[src/rtl/cal_pkg.sv]
package cal_pkg;

    typedef enum logic {ST_HALT, ST_RUN} run_state_t;

    typedef struct packed {
        logic [7:0] sec;
        logic [7:0] min;
        logic [7:0] hour;
        logic [7:0] day;
        logic [7:0] mon;
        logic [7:0] year;
    } cal_time_t;

    // {wrapped, next value} for a packed-BCD field running first..last
    function automatic logic [8:0] bcd_step(input logic [7:0] v,
                                            input logic [7:0] first,
                                            input logic [7:0] last);
        if (v == last)
            return {1'b1, first};
        else if (v[3:0] == 4'd9)
            return {1'b0, v[7:4] + 4'd1, 4'd0};
        else
            return {1'b0, v[7:4], v[3:0] + 4'd1};
    endfunction

    function automatic logic [7:0] month_last_day(input logic [7:0] mon,
                                                  input logic [7:0] year);
        logic [6:0] ybin;
        ybin = 7'(year[7:4]) * 7'd10 + 7'(year[3:0]);
        case (mon)
            8'h02:                      return (ybin[1:0] == 2'd0) ? 8'h29 : 8'h28;
            8'h04, 8'h06, 8'h09, 8'h11: return 8'h30;
            default:                    return 8'h31;
        endcase
    endfunction

endpackage

[src/rtl/cal_ctrl.sv]
module cal_ctrl
    import cal_pkg::*;
#(
    parameter int PRESCALE_MAX = 32767
) (
    input  logic clk,
    input  logic rst_n,
    input  logic run_en,
    input  logic load,
    output logic tick
);
    localparam int PW = (PRESCALE_MAX < 1) ? 1 : $clog2(PRESCALE_MAX + 1);
    localparam logic [PW-1:0] WRAP_AT = PW'(PRESCALE_MAX);

    run_state_t state_q, state_d;
    logic [PW-1:0] pre_q;

    always_comb begin
        state_d = state_q;
        unique case (state_q)
            ST_HALT: if (run_en)  state_d = ST_RUN;
            ST_RUN:  if (!run_en) state_d = ST_HALT;
        endcase
    end

    always_ff @(posedge clk or negedge rst_n) begin
        if (!rst_n) state_q <= ST_HALT;
        else        state_q <= state_d;
    end

    always_comb begin
        tick = 1'b0;
        unique case (state_q)
            ST_HALT: tick = 1'b0;
            ST_RUN:  tick = (pre_q == WRAP_AT) && !load;
        endcase
    end

    always_ff @(posedge clk or negedge rst_n) begin
        if (!rst_n)                pre_q <= '0;
        else if (load)             pre_q <= '0;
        else if (state_q == ST_RUN) pre_q <= (pre_q == WRAP_AT) ? '0 : pre_q + 1'b1;
    end

    AST_TICK_SPACED: assert property (@(posedge clk) disable iff (!rst_n)
        tick |=> !tick);

endmodule

[src/rtl/cal_counter.sv]
module cal_counter
    import cal_pkg::*;
(
    input  logic      clk,
    input  logic      rst_n,
    input  logic      tick,
    input  logic      load,
    input  cal_time_t ld_time,
    input  logic [2:0] ld_wday,
    output cal_time_t cur,
    output logic [2:0] wday,
    output cal_time_t nxt,
    output logic      ev_sec,
    output logic      ev_min,
    output logic      ev_hour,
    output logic      ev_day
);
    logic [8:0] s_st, m_st, h_st, d_st, mo_st, y_st;
    logic c_min, c_hour, c_day, c_mon, c_year;
    logic [2:0] wday_nxt;

    always_comb begin
        s_st  = bcd_step(cur.sec,  8'h00, 8'h59);
        m_st  = bcd_step(cur.min,  8'h00, 8'h59);
        h_st  = bcd_step(cur.hour, 8'h00, 8'h23);
        d_st  = bcd_step(cur.day,  8'h01, month_last_day(cur.mon, cur.year));
        mo_st = bcd_step(cur.mon,  8'h01, 8'h12);
        y_st  = bcd_step(cur.year, 8'h00, 8'h99);
        c_min  = s_st[8];
        c_hour = c_min  & m_st[8];
        c_day  = c_hour & h_st[8];
        c_mon  = c_day  & d_st[8];
        c_year = c_mon  & mo_st[8];
        nxt.sec  = s_st[7:0];
        nxt.min  = c_min  ? m_st[7:0]  : cur.min;
        nxt.hour = c_hour ? h_st[7:0]  : cur.hour;
        nxt.day  = c_day  ? d_st[7:0]  : cur.day;
        nxt.mon  = c_mon  ? mo_st[7:0] : cur.mon;
        nxt.year = c_year ? y_st[7:0]  : cur.year;
        wday_nxt = c_day ? ((wday == 3'd6) ? 3'd0 : wday + 3'd1) : wday;
    end

    always_ff @(posedge clk or negedge rst_n) begin
        if (!rst_n) begin
            cur  <= '{sec: 8'h00, min: 8'h00, hour: 8'h00, day: 8'h01, mon: 8'h01, year: 8'h00};
            wday <= 3'd0;
        end else if (load) begin
            cur  <= ld_time;
            wday <= ld_wday;
        end else if (tick) begin
            cur  <= nxt;
            wday <= wday_nxt;
        end
    end

    always_ff @(posedge clk or negedge rst_n) begin
        if (!rst_n) begin
            ev_sec <= 1'b0; ev_min <= 1'b0; ev_hour <= 1'b0; ev_day <= 1'b0;
        end else begin
            ev_sec  <= tick;
            ev_min  <= tick & c_min;
            ev_hour <= tick & c_hour;
            ev_day  <= tick & c_day;
        end
    end

    AST_FROZEN_IDLE: assert property (@(posedge clk) disable iff (!rst_n)
        (!tick && !load) |=> ($stable(cur) && $stable(wday)));
    AST_SEC_MOVES: assert property (@(posedge clk) disable iff (!rst_n)
        tick |=> (cur.sec != $past(cur.sec)));
    AST_MIN_EV_AT_ZERO: assert property (@(posedge clk) disable iff (!rst_n)
        ev_min |-> (ev_sec && cur.sec == 8'h00));
    AST_DAY_EV_MIDNIGHT: assert property (@(posedge clk) disable iff (!rst_n)
        ev_day |-> (ev_hour && cur.hour == 8'h00 && cur.min == 8'h00));
    AST_EV_SINGLE: assert property (@(posedge clk) disable iff (!rst_n)
        ev_sec |=> !ev_sec);

endmodule

[src/rtl/cal_alarm.sv]
module cal_alarm
    import cal_pkg::*;
(
    input  logic      clk,
    input  logic      rst_n,
    input  logic      tick,
    input  cal_time_t nxt,
    input  cal_time_t alarm,
    output logic      hit
);
    always_ff @(posedge clk or negedge rst_n) begin
        if (!rst_n) hit <= 1'b0;
        else        hit <= tick && (nxt == alarm);
    end
endmodule

[src/rtl/bcd_calendar.sv]
module bcd_calendar
    import cal_pkg::*;
#(
    parameter int PRESCALE_MAX = 32767
) (
    input  logic       clk,
    input  logic       rst_n,
    input  logic       run_en,
    input  logic       load_en,
    input  logic [7:0] ld_sec,
    input  logic [7:0] ld_min,
    input  logic [7:0] ld_hour,
    input  logic [7:0] ld_day,
    input  logic [7:0] ld_mon,
    input  logic [7:0] ld_year,
    input  logic [2:0] ld_wday,
    input  logic [7:0] al_sec,
    input  logic [7:0] al_min,
    input  logic [7:0] al_hour,
    input  logic [7:0] al_day,
    input  logic [7:0] al_mon,
    input  logic [7:0] al_year,
    output logic [7:0] tm_sec,
    output logic [7:0] tm_min,
    output logic [7:0] tm_hour,
    output logic [7:0] tm_day,
    output logic [7:0] tm_mon,
    output logic [7:0] tm_year,
    output logic [2:0] tm_wday,
    output logic       ev_sec,
    output logic       ev_min,
    output logic       ev_hour,
    output logic       ev_day,
    output logic       alarm_hit
);
    logic      tick;
    cal_time_t ld_time, al_time, cur, nxt;

    assign ld_time = '{sec: ld_sec, min: ld_min, hour: ld_hour, day: ld_day, mon: ld_mon, year: ld_year};
    assign al_time = '{sec: al_sec, min: al_min, hour: al_hour, day: al_day, mon: al_mon, year: al_year};

    cal_ctrl #(.PRESCALE_MAX(PRESCALE_MAX)) u_ctrl (
        .clk(clk), .rst_n(rst_n), .run_en(run_en), .load(load_en), .tick(tick));

    cal_counter u_cnt (
        .clk(clk), .rst_n(rst_n), .tick(tick), .load(load_en),
        .ld_time(ld_time), .ld_wday(ld_wday), .cur(cur), .wday(tm_wday), .nxt(nxt),
        .ev_sec(ev_sec), .ev_min(ev_min), .ev_hour(ev_hour), .ev_day(ev_day));

    cal_alarm u_alm (
        .clk(clk), .rst_n(rst_n), .tick(tick), .nxt(nxt), .alarm(al_time), .hit(alarm_hit));

    assign tm_sec  = cur.sec;
    assign tm_min  = cur.min;
    assign tm_hour = cur.hour;
    assign tm_day  = cur.day;
    assign tm_mon  = cur.mon;
    assign tm_year = cur.year;

    AST_ALARM_WITH_SEC: assert property (@(posedge clk) disable iff (!rst_n)
        alarm_hit |-> ev_sec);
    AST_LOAD_WINS: assert property (@(posedge clk) disable iff (!rst_n)
        load_en |=> (tm_sec == $past(ld_sec) && tm_year == $past(ld_year) && !ev_sec));

endmodule

[config.mk]
export PLATFORM = sky130hd
export DESIGN_NAME = bcd_calendar
export DESIGN_NICKNAME = d
export VERILOG_FILES = /design/src/rtl/cal_pkg.sv /design/src/rtl/cal_ctrl.sv /design/src/rtl/cal_counter.sv /design/src/rtl/cal_alarm.sv /design/src/rtl/bcd_calendar.sv
export SDC_FILE = /design/constraint.sdc
export NUM_CORES = 1
export LEC_CHECK = 0
export BUFFER_PORTS_ARGS = -buffer_cell sky130_fd_sc_hd__buf_2
export CAP_MARGIN = 40
export CORE_AREA = 2 2 114 116
export DETAILED_ROUTE_END_ITERATION = 16
export DIE_AREA = 0 0 116 118
export HOLD_SLACK_MARGIN = 0.05
export PLACE_DENSITY = 0.86
export REMOVE_ABC_BUFFERS = 1
export SLEW_MARGIN = 0
export SYNTH_ARGS = -nofsm -noshare
export SYNTH_HDL_FRONTEND = slang
export SYNTH_SLANG_ARGS = --single-unit
[constraint.sdc]
create_clock -name clk -period 3.5 [get_ports clk]
set_input_delay 0 -clock clk [delete_from_list [all_inputs] [get_ports clk]]
set_output_delay 0 -clock clk [all_outputs]
set_load 0.05 [all_outputs]
# Yosys cells after proc, flatten, opt, wreduce, memory -nomap -nowiden
# Cells that the tools add are included.
[totals]
ff_bits = 72
inputBits = 103
out_inout_bits = 56
elab_cells = 97
[classes]
addsub = 15
mul = 1
n_eq_ne = 20
muxes = 30
bitwise_logic = 8
reduce_logical = 9
[op_table]
columns = ["operator", "n"]
rows = [
  ["48-bit two-way mux", 2],
  ["8-bit two-way mux", 12],
  ["4-bit by 1-bit adder with 4-bit output (second input constant)", 12],
  ["48-bit == test", 1],
  ["15-bit two-way mux", 3],
  ["9-bit two-way mux", 5],
  ["4-bit == test (second input constant)", 6],
  ["8-bit by 3-bit == test with 1-bit output (second input constant)", 2],
  ["8-bit by 5-bit == test with 1-bit output (second input constant)", 2],
  ["8-bit by 7-bit == test with 1-bit output (second input constant)", 2],
  ["8-bit case mux with 2 select lines", 1],
  ["15-bit by 1-bit adder with 15-bit output (second input constant)", 1],
  ["15-bit == test (second input constant)", 1],
  ["3-bit two-way mux", 4],
  ["8-bit by 2-bit == test with 1-bit output (second input constant)", 1],
  ["8-bit by 4-bit == test with 1-bit output (second input constant)", 1],
  ["8-bit by 6-bit == test with 1-bit output (second input constant)", 1],
  ["8-bit == test", 1],
  ["8-bit == test (second input constant)", 1],
  ["1-bit AND", 7],
  ["2-bit nonzero test", 3],
  ["4-bit by 3-bit multiplier with 1-bit output (second input constant)", 1],
  ["4-bit OR reduction", 1],
  ["3-bit by 1-bit adder with 3-bit output (second input constant)", 1],
  ["9 further kinds", 11],
]

# Longest topological paths before layout
[logic_depth]
word_depth = 12
ltp_mapped = 13
ltp_nobuf = 11

# By module
# A second synthesis with hierarchy kept.
[unflattened]
cells_unflattened = 699
hier_area_um2 = 5936.9
[modules_own_cells]
columns = ["module", "instances", "cells_each", "area_each_um2", "seq_area_each_um2"]
rows = [
  ["cal_counter", 1, 547, 4510.6, 1378.8],
  ["cal_ctrl", 1, 79, 844.6, 400.4],
  ["cal_alarm", 1, 73, 581.8, 25.0],
]

# Least setup slack after synthesis
# No wires, ideal clock.
[synth_timing]
kind = "reg2reg"
startpoint = "register, netlist name u_cnt.cur[13]"
endpoint = "register u_alm.hit"
setup_ns = 0.096
t_arrival_ns = 3.597
required_time_ns = 3.404
path_slack_ns = -0.193
stages_incl_launch_ff = 13
path_buffers = 1
synth_period_minus_slack_ns = 3.693
path_cell_list = "dfrtp_1 inv_1 ha_1 or3b_1 clkbuf_1 o22a_1 o311a_2 or4_4 o31ai_1 xnor2_1 o2111a_1 nand4_1 nor4_2"
[synth_via]
elab_chain_len = 10
elab_cells_between_ends = 20
cone_classes = "1 x add/sub; 8 x eq/ne; 7 x mux; 2 x bitwise; 2 x reduce/logical"
[synth_lines]
columns = ["element", "line_no", "text"]
rows = [
  ["8-bit by 3-bit == test with 1-bit output, or another cell as far along", "cal_pkg.sv:30", "case (mon)"],
  ["4-bit OR reduction", "cal_pkg.sv:30", ""],
  ["8-bit case mux with 2 select lines", "cal_pkg.sv:30", ""],
  ["8-bit == test", "cal_pkg.sv:18", "if (v == last)"],
  ["9-bit two-way mux", "cal_pkg.sv:18", ""],
  ["1-bit AND", "cal_counter.sv:32", "c_mon = c_day & d_st[8];"],
  ["1-bit AND", "cal_counter.sv:33", "c_year = c_mon & mo_st[8];"],
  ["8-bit two-way mux", "cal_counter.sv:39", "nxt.year = c_year ? y_st[7:0] : cur.year;"],
  ["48-bit == test *", "cal_alarm.sv:13", "else hit <= tick && (nxt == alarm);"],
  ["1-bit logical AND *", "cal_alarm.sv:13", ""],
  ["end signal: assignment", "cal_alarm.sv:13", ""],
  ["end: declaration", "cal_alarm.sv:9", "output logic hit"],
]
# Every way passes the cells marked *; elsewhere a longest branch is shown, timed or not.
# A chain may end at the register's enable or synchronous reset.

# Worst setup path in the final report
[layout_timing]
startpoint = "register, netlist name u_cnt.cur[10]"
endpoint = "register u_alm.hit"
[layout_via]
elab_chain_len = 10
elab_cells_between_ends = 21
cone_classes = "1 x add/sub; 9 x eq/ne; 7 x mux; 2 x bitwise; 2 x reduce/logical"
[layout_lines]
columns = ["element", "line_no"]
rows = [
  ["8-bit by 3-bit == test with 1-bit output, or another cell as far along", "cal_pkg.sv:30"],
  ["4-bit OR reduction", "cal_pkg.sv:30"],
  ["8-bit case mux with 2 select lines", "cal_pkg.sv:30"],
  ["8-bit == test", "cal_pkg.sv:18"],
  ["9-bit two-way mux", "cal_pkg.sv:18"],
  ["1-bit AND", "cal_counter.sv:32"],
  ["1-bit AND", "cal_counter.sv:33"],
  ["8-bit two-way mux", "cal_counter.sv:39"],
  ["48-bit == test *", "cal_alarm.sv:13"],
  ["1-bit logical AND *", "cal_alarm.sv:13"],
]
# Marks and branches as above.

==> impl_metrics.ini <==
[run_status]
status = complete, no violations

[timing]
fin_skew_ps = 8.398
hold_viol = 0
slew_violations = 0
setup_violations = 0
tightest_slew_ps = 801.7
period_minus_slack_ps = 3405
fin_crit_sh_pct = 97.29
max_freq_mhz = 293.7
slew_headroom_pct = 46.42

[synth]
async_flop_share_pct = 100.0
ys.flop_type = dfrtp_1
ys_ff_latch = 72
synthesis.area_mm2 = 0.005943
ys_top_cells_by_count = 97 x nand2_1, 70 x dfrtp_1, 64 x nor2_1
synth_area_leaders = dfrtp_1 29%, nand2_1 6.1%, xnor2_1 5.3%
synth_seq_area_share_pct = 30.36
avgSynthCellArea_um2 = 8.010
synth_largest_area_cell = dfrtp_1
synth_edf_count = 0
yosysMostFrequentCell = nand2_1
synth_cells = 742
synthDominantCellAreaShare_pct = 29.47
yosys_warnings = 0
synth_cell_types = 76

[drt]
vias_per_cell = 5.984
drc = 0
wire_per_inst_um = 18.41
first_pass_iters = 6
antenna_left = 0
drt_wl_total_um = 21340
drtIter0Drc = 672
vias = 6935

[worst_hold_path]
hp-class = input port to flip-flop

[power_and_ir_drop]
power_leakage_nw = 3.738
vdd_drop_max_v = 0.0002008
power_mw = 2.946
power_density_mw_per_mm2 = 354.8

[floorplan]
io_pins = 159
coreArea_mm2 = 0.01241
start_util_pct = 47.87
placementRows = 41
die-area_mm2 = 0.01369
die_h_um = 118
die_w_um = 116

[layout]
fin_util_pct = 66.88
syn_to_final_growth_pct = 39.71
antenna_cells = 0
n_fill_cell = 1043
nets = 1106
finalNonFillerCells = 1159
drive_gt1_share_pct = 27.76

[critical_path]
critical_path_class = flip-flop to flip-flop
end_kind = flip-flop
cp.required_ps = 3750
critical_path.max_fanout = 4
critical_path.slowest_cell = or4b_4
slowest_delay_ps = 590
cp_num_buf_inv = 1
cp_cell_sequence = or4b_4 -> nand4bb_4 -> a211o_4 -> buf_6 -> nor2_4 -> nand4_1 -> xnor2_1 -> o211ai_1 -> or4_1 -> nor4_2
crit_path_start_kind = flip-flop
critPathArrivalTime_ps = 3650
critical_path.top_delay_family = simple AND/OR/NAND/NOR gates

[clocking]
cts_inserted_buffers = 9
cts_root_buf = clkbuf_16
clock_path_buffers = 2
clk_pin_slew_ps = 60
cts.sinks = 72
tritoncts = done
cts_htree_levels = 3
insertion_delay_ps = 340

[global_route]
grt_pass1_vias = 6441
antenna_found_initial = 0
grt_max_degree = 71
grt_use_total_pct = 30.02
grt_pass1_wl_um = 32560
grt-ovfl-total = 0

[flow_run]
max_cap_violations = 0

[placed_design]
gp_congestion = 0.9388
place.detailed.hpwl_um = 14860
portBuffers = 158
place_inst = 1073
## cells by family (layout without fill, tap and decap cells)
family / Yosys count / after routing / share of synthesized area [%]
AO/OA/AOI/OAI: 189 / 189 / 21.33
adder cells (fa/ha/maj): 21 / 21 / 4.421
flip-flops: 72 / 72 / 30.36
multiplexers: 14 / 14 / 2.379
buffers and inverters: 69 / 314 / 4.674
XOR/XNOR: 63 / 63 / 9.411
AND/OR/NAND/NOR: 314 / 314 / 27.43
## worst register-to-register path, delay by kind of cell (launching register included)
| family | cells | cell delay (ps) |
|---|---|---|
| buffers and inverters | 1 | 140 |
| xor gates and xnor gates | 1 | 240 |
| AOI/OAI and AO/OA | 2 | 550 |
| DFF | 1 | 400 |
| and+or+nand+nor | 6 | 1980 |
## layout by cell type, fill, tap and decap left out, drive strengths merged, types with 4 or more instances in the layout
cell type	instances
nor2b	9
xnor2	37
buf	219
nor4b	6
dlygate4sd3	54
o211ai	7
a31oi	7
or4	6
nor2	65
and3b	5
nand2	97
nand3b	7
nor3	19
clkbuf	11
o311ai	5
ha	21
xor2	26
a211o	4
nor4	26
a21o	4
nand3	23
a22oi	7
mux2i	13
o221ai	9
a221o	11
o31ai	6
o21ai	54
and3	12
dfrtp	70
a21oi	45
inv	27
nand4	14
## where the power goes
part	internal [mW]	switching, mW	total, mW
Sequential	0.889	0.0902	0.980
Combinational	0.353	0.573	0.926
Clock	0.652	0.388	1.04
## cell type report
type / count / area [um2] / area share, %
clock buffer: 11 / 242.7 / 2.923
clock inverter: 5 / 86.33 / 1.040
inverter: 24 / 90.09 / 1.085
multi-input combinational: 601 / 4036 / 48.61
sequential: 72 / 1805 / 21.75
tap: 172 / 215.2 / 2.592
timing repair buffer: 274 / 1827 / 22.00
## what timing repair did
| action | CTS | global route |
|---|---|---|
| hold endpoints to repair | 125 | 0 |
| hold buffers | 54 | 0 |
| pin swaps | 0 | 16 |
| endpoints found under the setup margin | 1 | 1 |
| buffers inserted | 0 | 15 |
| cloned | 0 | 1 |
| gates resized for setup | 3 | 25 |
## layer usage
layer / part of all wire, % / vias to the layer above / wire length [um] / track usage, %
li1: - / 3219 / - / -
met1: 41 / 3217 / 8679 / 40.57
met2: 46 / 414 / 9804 / 45.69
met3: 9.4 / 85 / 2003 / 6.385
met4: 4.0 / 0 / 855 / 13.99
met5: 0 / - / 0 / 0
## final timing paths
check | from | endpoint | slack (ps) | cells after the start
min in group asynchronous | rst_n | u_cnt.cur[34] | 180 | 2
max in group asynchronous | rst_n | u_cnt.cur[19] | 2730 | 3
worst min register to register | u_ctrl.pre_q[14] | u_ctrl.pre_q[14] | 520 | 2
worst max register to register | u_cnt.cur[10] | u_alm.hit | 90 | 10
worst max-delay path | u_cnt.cur[10] | u_alm.hit | 90 | 10
worst min-delay path | al_year[6] | u_alm.hit | 80 | 4
## metrics by stage
step                hold slack, ps  area, um2  TNS, ps  setup WS, ps
global placement             107.5       7114        0         24.99
floorplan                   -295.6       5756    -5050        -954.2
global route                 82.86       8303   -29.35        -29.35
detailed placement          -6.892       7134   -76.33        -76.33
CTS                          67.54       8020        0         24.21
finish                       81.34       8303        0         94.74
## state kept, by name (all words and copies together) (netlist names)
signal	cells
u_cnt.ev_sec	1
u_cnt.ev_min	1
u_cnt.wday	3
u_alm.hit	1
u_cnt.ev_day	1
u_ctrl.state_q	1
u_ctrl.pre_q	15
u_cnt.cur	48
u_cnt.ev_hour	1
Power figures use the tool's default switching activity.
